--- src/rtl/qcnt_pkg.sv ---
package qcnt_pkg;
  localparam int ADDR_W = 3;

  localparam logic [ADDR_W-1:0] A_CTRL   = 3'd0;
  localparam logic [ADDR_W-1:0] A_CFG    = 3'd1;
  localparam logic [ADDR_W-1:0] A_RELOAD = 3'd2;
  localparam logic [ADDR_W-1:0] A_CMP    = 3'd3;
  localparam logic [ADDR_W-1:0] A_COUNT  = 3'd4;
  localparam logic [ADDR_W-1:0] A_STAT   = 3'd5;
  localparam logic [ADDR_W-1:0] A_CLR    = 3'd6;

  typedef enum logic [1:0] {
    EDGE_RISE = 2'd0,
    EDGE_FALL = 2'd1,
    EDGE_BOTH = 2'd2,
    EDGE_ALT  = 2'd3
  } edge_sel_e;

  // packed: pol in [3:2], pulse in [1], quad in [0]
  typedef struct packed {
    edge_sel_e pol;
    logic      pulse;
    logic      quad;
  } cfg_t;
endpackage

--- src/rtl/qcnt_sync.sv ---
module qcnt_sync #(
  parameter int W      = 2,
  parameter int STAGES = 2
) (
  input  logic         clk,
  input  logic         rst_n,
  input  logic [W-1:0] d,
  output logic [W-1:0] q
);
  logic [W-1:0] stg [STAGES];

  always_ff @(posedge clk or negedge rst_n) begin
    if (!rst_n) begin
      for (int i = 0; i < STAGES; i++) stg[i] <= '0;
    end else begin
      stg[0] <= d;
      for (int i = 1; i < STAGES; i++) stg[i] <= stg[i-1];
    end
  end

  assign q = stg[STAGES-1];
endmodule

--- src/rtl/qcnt_decoder.sv ---
module qcnt_decoder
  import qcnt_pkg::*;
(
  input  logic clk,
  input  logic rst_n,
  input  logic a,
  input  logic b,
  input  cfg_t cfg,
  input  logic run,
  output logic step_up,
  output logic step_dn
);
  logic pa, pb;
  logic da, db, moved, dir_up, hit_q, hit_p;

  function automatic logic edge_ok(input edge_sel_e p, input logic lvl);
    case (p)
      EDGE_RISE: return lvl;
      EDGE_FALL: return !lvl;
      default:   return 1'b1;
    endcase
  endfunction

  always_ff @(posedge clk or negedge rst_n) begin
    if (!rst_n) begin
      pa <= 1'b0;
      pb <= 1'b0;
    end else begin
      pa <= a;
      pb <= b;
    end
  end

  always_comb begin
    da     = a ^ pa;
    db     = b ^ pb;
    moved  = da ? a : b;
    dir_up = da ? (a != b) : (b == a);
    hit_q  = (da ^ db) && edge_ok(cfg.pol, moved);
    hit_p  = da && edge_ok(cfg.pol, a);
    step_up = 1'b0;
    step_dn = 1'b0;
    if (run) begin
      if (cfg.quad) begin
        step_up = hit_q && dir_up;
        step_dn = hit_q && !dir_up;
      end else if (cfg.pulse) begin
        step_up = hit_p;
      end
    end
  end


  one_dir_chk: assert property (@(posedge clk) disable iff (!rst_n)
    $onehot0({step_up, step_dn}));


  double_change_chk: assert property (@(posedge clk) disable iff (!rst_n)
    (da && db) |-> (!step_up && !step_dn));


  pulse_no_down_chk: assert property (@(posedge clk) disable iff (!rst_n)
    !cfg.quad |-> !step_dn);
endmodule

--- src/rtl/qcnt_core.sv ---
module qcnt_core #(
  parameter int CNT_W = 16
) (
  input  logic             clk,
  input  logic             rst_n,
  input  logic             enable,
  input  logic             step_up,
  input  logic             step_dn,
  input  logic [CNT_W-1:0] ceiling,
  output logic [CNT_W-1:0] count
);
  always_ff @(posedge clk or negedge rst_n) begin
    if (!rst_n) begin
      count <= '0;
    end else if (!enable) begin
      count <= '0;
    end else if (step_up) begin
      count <= (count >= ceiling) ? '0 : count + 1'b1;
    end else if (step_dn) begin
      count <= (count == '0) ? ceiling : count - 1'b1;
    end
  end


  wrap_up_chk: assert property (@(posedge clk) disable iff (!rst_n)
    (enable && step_up && count >= ceiling) |=> count == '0);


  wrap_dn_chk: assert property (@(posedge clk) disable iff (!rst_n)
    (enable && step_dn && count == '0) |=> count == $past(ceiling));


  cleared_off_chk: assert property (@(posedge clk) disable iff (!rst_n)
    !enable |=> count == '0);


  hold_idle_chk: assert property (@(posedge clk) disable iff (!rst_n)
    (enable && !step_up && !step_dn) |=> $stable(count));
endmodule

--- src/rtl/pulse_quad_counter.sv ---
module pulse_quad_counter
  import qcnt_pkg::*;
#(
  parameter int CNT_W     = 16,
  parameter int SYNC_DEPTH = 2
) (
  input  logic              clk,
  input  logic              rst_n,
  input  logic              sig_a,
  input  logic              sig_b,
  input  logic              reg_wr,
  input  logic [ADDR_W-1:0] reg_addr,
  input  logic [CNT_W-1:0]  reg_wdata,
  output logic [CNT_W-1:0]  reg_rdata
);
  localparam int CFG_W = $bits(cfg_t);

  logic             enable_q, start_q, rel_ok_q, cmp_ok_q;
  cfg_t             cfg_q;
  logic [CNT_W-1:0] ceil_q, cmp_q, count;
  logic [1:0]       ab_sync;
  logic             run, step_up, step_dn;
  logic             wr_ctrl, wr_cfg, wr_rel, wr_cmp, wr_clr;

  assign wr_ctrl = reg_wr && (reg_addr == A_CTRL);
  assign wr_cfg  = reg_wr && (reg_addr == A_CFG);
  assign wr_rel  = reg_wr && (reg_addr == A_RELOAD);
  assign wr_cmp  = reg_wr && (reg_addr == A_CMP);
  assign wr_clr  = reg_wr && (reg_addr == A_CLR);

  always_ff @(posedge clk or negedge rst_n) begin
    if (!rst_n) begin
      enable_q <= 1'b0;
      start_q  <= 1'b0;
      cfg_q    <= '0;
      ceil_q   <= '1;
      cmp_q    <= '0;
      rel_ok_q <= 1'b0;
      cmp_ok_q <= 1'b0;
    end else begin
      if (wr_ctrl) begin
        enable_q <= reg_wdata[0];
        if (!reg_wdata[0]) start_q <= 1'b0;
        else if (enable_q && reg_wdata[1]) start_q <= 1'b1;
      end
      if (wr_cfg && !enable_q) cfg_q <= cfg_t'(reg_wdata[CFG_W-1:0]);
      if (wr_rel && enable_q) begin
        ceil_q   <= reg_wdata;
        rel_ok_q <= 1'b1;
      end
      if (wr_cmp && enable_q) begin
        cmp_q    <= reg_wdata;
        cmp_ok_q <= 1'b1;
      end
      if (wr_clr) begin
        if (reg_wdata[0]) rel_ok_q <= 1'b0;
        if (reg_wdata[1]) cmp_ok_q <= 1'b0;
      end
    end
  end

  assign run = enable_q && start_q;

  qcnt_sync #(.W(2), .STAGES(SYNC_DEPTH)) u_sync (
    .clk(clk), .rst_n(rst_n), .d({sig_b, sig_a}), .q(ab_sync)
  );

  qcnt_decoder u_dec (
    .clk(clk), .rst_n(rst_n), .a(ab_sync[0]), .b(ab_sync[1]),
    .cfg(cfg_q), .run(run), .step_up(step_up), .step_dn(step_dn)
  );

  qcnt_core #(.CNT_W(CNT_W)) u_core (
    .clk(clk), .rst_n(rst_n), .enable(enable_q), .step_up(step_up),
    .step_dn(step_dn), .ceiling(ceil_q), .count(count)
  );

  always_comb begin
    case (reg_addr)
      A_CTRL:   reg_rdata = {{(CNT_W-2){1'b0}}, start_q, enable_q};
      A_CFG:    reg_rdata = {{(CNT_W-CFG_W){1'b0}}, cfg_q};
      A_RELOAD: reg_rdata = ceil_q;
      A_CMP:    reg_rdata = cmp_q;
      A_COUNT:  reg_rdata = count;
      A_STAT:   reg_rdata = {{(CNT_W-2){1'b0}}, cmp_ok_q, rel_ok_q};
      default:  reg_rdata = '0;
    endcase
  end


  cfg_locked_chk: assert property (@(posedge clk) disable iff (!rst_n)
    enable_q |=> $stable(cfg_q));


  reload_locked_chk: assert property (@(posedge clk) disable iff (!rst_n)
    (wr_rel && !enable_q) |=> $stable(ceil_q));


  reload_flag_chk: assert property (@(posedge clk) disable iff (!rst_n)
    (wr_rel && enable_q) |=> rel_ok_q);


  start_needs_en_chk: assert property (@(posedge clk) disable iff (!rst_n)
    $rose(start_q) |-> $past(enable_q));
endmodule

--- config.mk ---
export PLATFORM = sky130hd
export DESIGN_NAME = pulse_quad_counter
export DESIGN_NICKNAME = d
export VERILOG_FILES = /design/src/rtl/qcnt_pkg.sv /design/src/rtl/qcnt_sync.sv /design/src/rtl/qcnt_decoder.sv /design/src/rtl/qcnt_core.sv /design/src/rtl/pulse_quad_counter.sv
export SDC_FILE = /design/constraint.sdc
export NUM_CORES = 1
export LEC_CHECK = 0
export ABC_AREA = 1
export BUFFER_PORTS_ARGS = -buffer_cell sky130_fd_sc_hd__buf_2
export CORE_MARGIN = 10
export CORE_UTILIZATION = 30
export CTS_BUF_LIST = sky130_fd_sc_hd__clkbuf_8
export DETAILED_ROUTE_END_ITERATION = 12
export GPL_ROUTABILITY_DRIVEN = 0
export SKIP_LAST_GASP = 1
export SYNTH_ARGS = -nofsm -noshare
export SYNTH_HDL_FRONTEND = slang
export SYNTH_HIERARCHICAL = 1
export SYNTH_SLANG_ARGS = --single-unit
--- constraint.sdc ---
create_clock -name clk -period 3.53 [get_ports clk]
set_clock_uncertainty 0.05 [all_clocks]
set_input_delay 0.706 -clock clk [delete_from_list [all_inputs] [get_ports clk]]
set_output_delay 0.706 -clock clk [all_outputs]
set_load 0.02 [all_outputs]
After elaboration in Yosys (flattened, before gate mapping) --
Cells that the tools add are included.
Cells by class: add/sub/neg operators 2, magnitude comparators 1, equal/unequal tests 11, mux-type cells 23, bitwise gates (word level) 3, reductions and logical operators 22
Operators by type and width (count):
- 16-bit case mux with 6 select lines | 1
- 16-bit 2-to-1 mux | 5
- 16-bit by 1-bit adder with 16-bit output (second input constant) | 1
- 16-bit greater-or-equal comparator | 1
- 16-bit logical NOT | 1
- 16-bit by 1-bit subtractor with 16-bit output (second input constant) | 1
- 1-bit 2-to-1 mux | 15
- 1-bit logical AND | 14
- 3-bit equality test (second input constant) | 3
- 3-bit by 2-bit equality test with 1-bit output (second input constant) | 2
- 1-bit logical NOT | 4
- 1-bit case mux with 2 select lines | 2
- 3-bit by 1-bit equality test with 1-bit output (second input constant) | 1
- 3-bit logical NOT | 1
- 3-bit by 1-bit inequality test with 1-bit output (second input constant) | 1
- 1-bit XOR | 3
- 2-bit by 1-bit equality test with 1-bit output (second input constant) | 1
- 2-bit logical NOT | 1
- 2-bit by 1-bit inequality test with 1-bit output (second input constant) | 1
- 2-bit AND reduction | 1
- 1-bit equality test | 1
- 1-bit inequality test | 1
Storage, ports and cells: register bits after elaboration 62, input port bits 24, word-level logic and storage cells 76

Depth between registers and ports, before layout --
depth after elaboration 11, depth in mapped cells 17

Modules after synthesis --
Netlist, hierarchy kept.
By module, submodules not included:
- qcnt_core | instances 1, cells an instance 416, area an instance 2577.5 µm², seq. area each 400.4 µm²
- pulse_quad_counter | instances 1, cells an instance 268, area an instance 2265.9 µm², seq. area each 1021.0 µm²
- qcnt_decoder | instances 1, cells an instance 40, area an instance 225.2 µm², seq. area each 50.0 µm²
- qcnt_sync | instances 1, cells an instance 6, area an instance 115.1 µm², seq. area each 100.1 µm²

Worst setup path before layout --
No wires, ideal clock.
kind input -> output, start in reg_addr[2], end out reg_rdata[10], data arrival time 1.539 ns, slack 1.235 ns, stages 7, cell sequence buf_6 -> inv_6 -> nand2_2 -> nor2_8 -> buf_4 -> nand2_1 -> nand3_1
On the way: cells in the longest elaborated chain, start to end 2, elaborated cells between the ends (all ways) 7, those cells by class eq/ne (5); mux (1); reduce/logical (1)
Ends and longest elaborated chain:
- start, declared | line pulse_quad_counter.sv:12 | input logic [ADDR_W-1:0] reg_addr,
- 3-bit equality test (tied with other cells) | line pulse_quad_counter.sv:79 | case (reg_addr)
- 16-bit case mux with 6 select lines (*) | line pulse_quad_counter.sv:79
- end, declared | line pulse_quad_counter.sv:14 | output logic [CNT_W-1:0] reg_rdata
Mark *: on every way between the ends. The rest lies on a longest branch, timed or not.

Worst setup path in the final report --
start in reg_addr[0], end out reg_rdata[9]
Same word-level chain as after synthesis.

==> flow_summary.json <==
{
  "outcome": "finished clean",
  "yosysSeqAreaShare_pct": 30.3,
  "worstReg2RegEnd": "u_core/count[5]$_DFFE_PN0P_",
  "area_delta_synth_final_pct": 8.33,
  "stdcell_area_sq_mm": 0.00562,
  "cts.clk_slew.worst_paths_ns": 0.07,
  "ir_drop_mv": 0.346,
  "hold_path_depth": 0,
  "synth_area_sq_mm": 0.00518,
  "period_minus_slack_ns": 2.66,
  "antenna_found_initial": 0,
  "synth_flop_cell": "dfrtp_1",
  "worst_pin_slew_ns": 0.807,
  "drt_wl_total_mm": 13.2,
  "ys_ff_latch": 62,
  "fp.dieW_um": 151,
  "dpl-instance-area_sq_mm": 0.00543,
  "fin_tns_setup_ns": 0,
  "synth_top_area_share_pct": 22.2,
  "hold_buffers": 0,
  "synth_cell_types": 38,
  "power_density_mw_per_mm2": 800,
  "cp-start-kind": "input pin",
  "globalRoute.totalOverflow": 0,
  "io-pin-count": 40,
  "fmax_mhz": 375,
  "cts.sinks": 62,
  "dr_total_vias": 4551,
  "gr-usage-all-layers_pct": 11.6,
  "die_h_um": 151,
  "async_reset_ff_share_pct": 100,
  "cp_max_fo": 12,
  "r2r_slack_ns": 1.04,
  "ff2ff_path_depth": 12,
  "setup_viol": 0,
  "drive_gt1_share_pct": 22.1,
  "clockBufferDepth": 2,
  "drc_errors": 0,
  "clock-root-buffer": "clkbuf_8",
  "arrival_ns": 1.91,
  "synthCells": 730,
  "ctsHtreeMaxLevel": 3,
  "worstPathRequired_ns": 2.77,
  "maxCapViolations": 0,
  "path_class": "in2out",
  "synth_area_leaders": "dfrtp_1 (22%), nand2_1 (17%), dfstp_2 (8.1%)",
  "fin_crit_sh_pct": 75.4,
  "nets": 798,
  "synth.most_common_cell": "nand2_1",
  "grt_pass1_wl_mm": 21.7,
  "synth_edf_count": 0,
  "postCtsSetupBuffers": 0,
  "row_count": 48,
  "hold_end": "u_sync/q[0]$_DFF_PN0_",
  "end_kind": "output pin",
  "drtIter0Drc": 330,
  "start_util_pct": 30.3,
  "synth_fp_nets": 773,
  "final_hold_viol_count": 0,
  "power_uw": 4490,
  "grt_max_degree": 63,
  "synth_area_per_cell_sq_um": 7.10,
  "rsz0062_at_grt": "false",
  "drtPass1Iterations": 5,
  "wl_per_cell_um": 13.4,
  "hp-start": "u_sync/stg[2]$_DFF_PN0_",
  "cts_buffers": 9,
  "n_fill_cell": 1883,
  "synth_top_cell_by_area": "dfrtp_1",
  "ys_warn_count": 6,
  "p_leak_uw": 0.00284,
  "cts_resized": 0,
  "coreArea_sq_mm": 0.0171,
  "max-slew-margin-rel_pct": 46.2,
  "ant_nets": 0,
  "grt_pass1_vias": 4247,
  "cts_tree": "done",
  "n_antenna_cell": 0,
  "synthTopCellsByCount": "nand2_1 (230), inv_1 (87), nand3_1 (75)",
  "io_buffers": 39,
  "die_area_sq_mm": 0.0229,
  "dp_hpwl_mm": 9.64,
  "finalMaxSlewViolations": 0,
  "vias_per_cell": 4.62,
  "reg2reg_from": "u_sync/q[0]$_DFF_PN0_",
  "hp-class": "reg2reg",
  "clock_latency_ns": 0.36
}
-- where the power goes --
part	total [uW]	internal [uW]	leakage, uW	switching, uW
Sequential	1340	957	0.000756	379
Clock	613	316	0.000103	297
Combinational	2550	918	0.00198	1630
-- how the worst max path moves through the flow --
stage                               start                          end  slack, ns  cells after the start
floorplan                     reg_addr[2]                reg_rdata[10]       1.24                      7
global placement              reg_addr[0]                 reg_rdata[6]       0.91                      6
detailed placement            reg_addr[0]                 reg_rdata[9]       0.85                      6
CTS                           reg_addr[0]                 reg_rdata[9]       0.85                      6
global route        u_sync/q[0]$_DFF_PN0_  u_core/count[5]$_DFFE_PN0P_       0.72                     12
finish                        reg_addr[0]                 reg_rdata[9]       0.87                      6
-- cells by family (layout without fill, tap and decap cells) --
| family | Yosys count | in the layout | share of synthesized area, % |
|---|---|---|---|
| AND/OR/NAND/NOR | 441 | 441 | 41.6 |
| buffers and inverters | 121 | 151 | 11.7 |
| flip-flops | 62 | 62 | 30.3 |
| AO/OA/AOI/OAI | 73 | 73 | 9.39 |
| XOR/XNOR | 14 | 14 | 2.37 |
| adder cells (fa/ha/maj) | 19 | 19 | 4.59 |
-- layout by cell type (no fill, tap or decap), types with 19 or more instances in the layout --
cell     instances
nor2_1          48
nand2_2         28
inv_1           90
nand2_1        230
dfrtp_1         46
o21ai_2         27
ha_1            19
nand3_1         75
buf_2           39
a21oi_1         25
-- layer usage --
metal | vias up | track usage, % | routed length, um
met5 | - | 0 | 0
met2 | 107 | 18.2 | 6080
met3 | 7 | 1.84 | 643
met4 | 0 | 3.18 | 119
met1 | 2074 | 16.2 | 6370
li1 | 2363 | - | -
-- critical path, cell delays in order --
cell     delay, ns
buf_2         0.26
nand3_4       0.17
inv_1         0.36
nand2_1       0.12
nand3_1       0.10
buf_2         0.17
-- stage by stage --
step,hold WS (ns),utilization (%),cells,setup slack (ns)
2_1_floorplan,0.281,-,730,1.24
3_3_place_gp,0.288,31.7,969,0.913
3_5_place_dp,0.289,31.7,969,0.847
4_1_cts,0.306,32.8,985,0.845
5_1_grt,0.323,32.8,985,0.718
6_report,0.307,32.8,985,0.867
-- flip-flops by register name, indices dropped and copies added (netlist names) --
name	cells
enable_q	1
u_sync/stg	2
ceil_q	16
start_q	1
u_dec/pb	1
u_sync/q	2
u_dec/pa	1
cfg_q	4
cmp_ok_q	1
cmp_q	16
u_core/count	16
rel_ok_q	1
-- cell type report --
type                    instances  area [sq um]  share of cell area [%]
inverters                      93           357                    6.35
well taps                     225           282                    5.01
flip-flops and latches         62          1570                    28.0
clock buffers                   9           124                    2.21
clock inverters                 7          58.8                    1.05
repair buffers                 42           218                    3.88
multi-input cells             547          3010                    53.5
No activity file was read; power rests on OpenSTA's default activity.
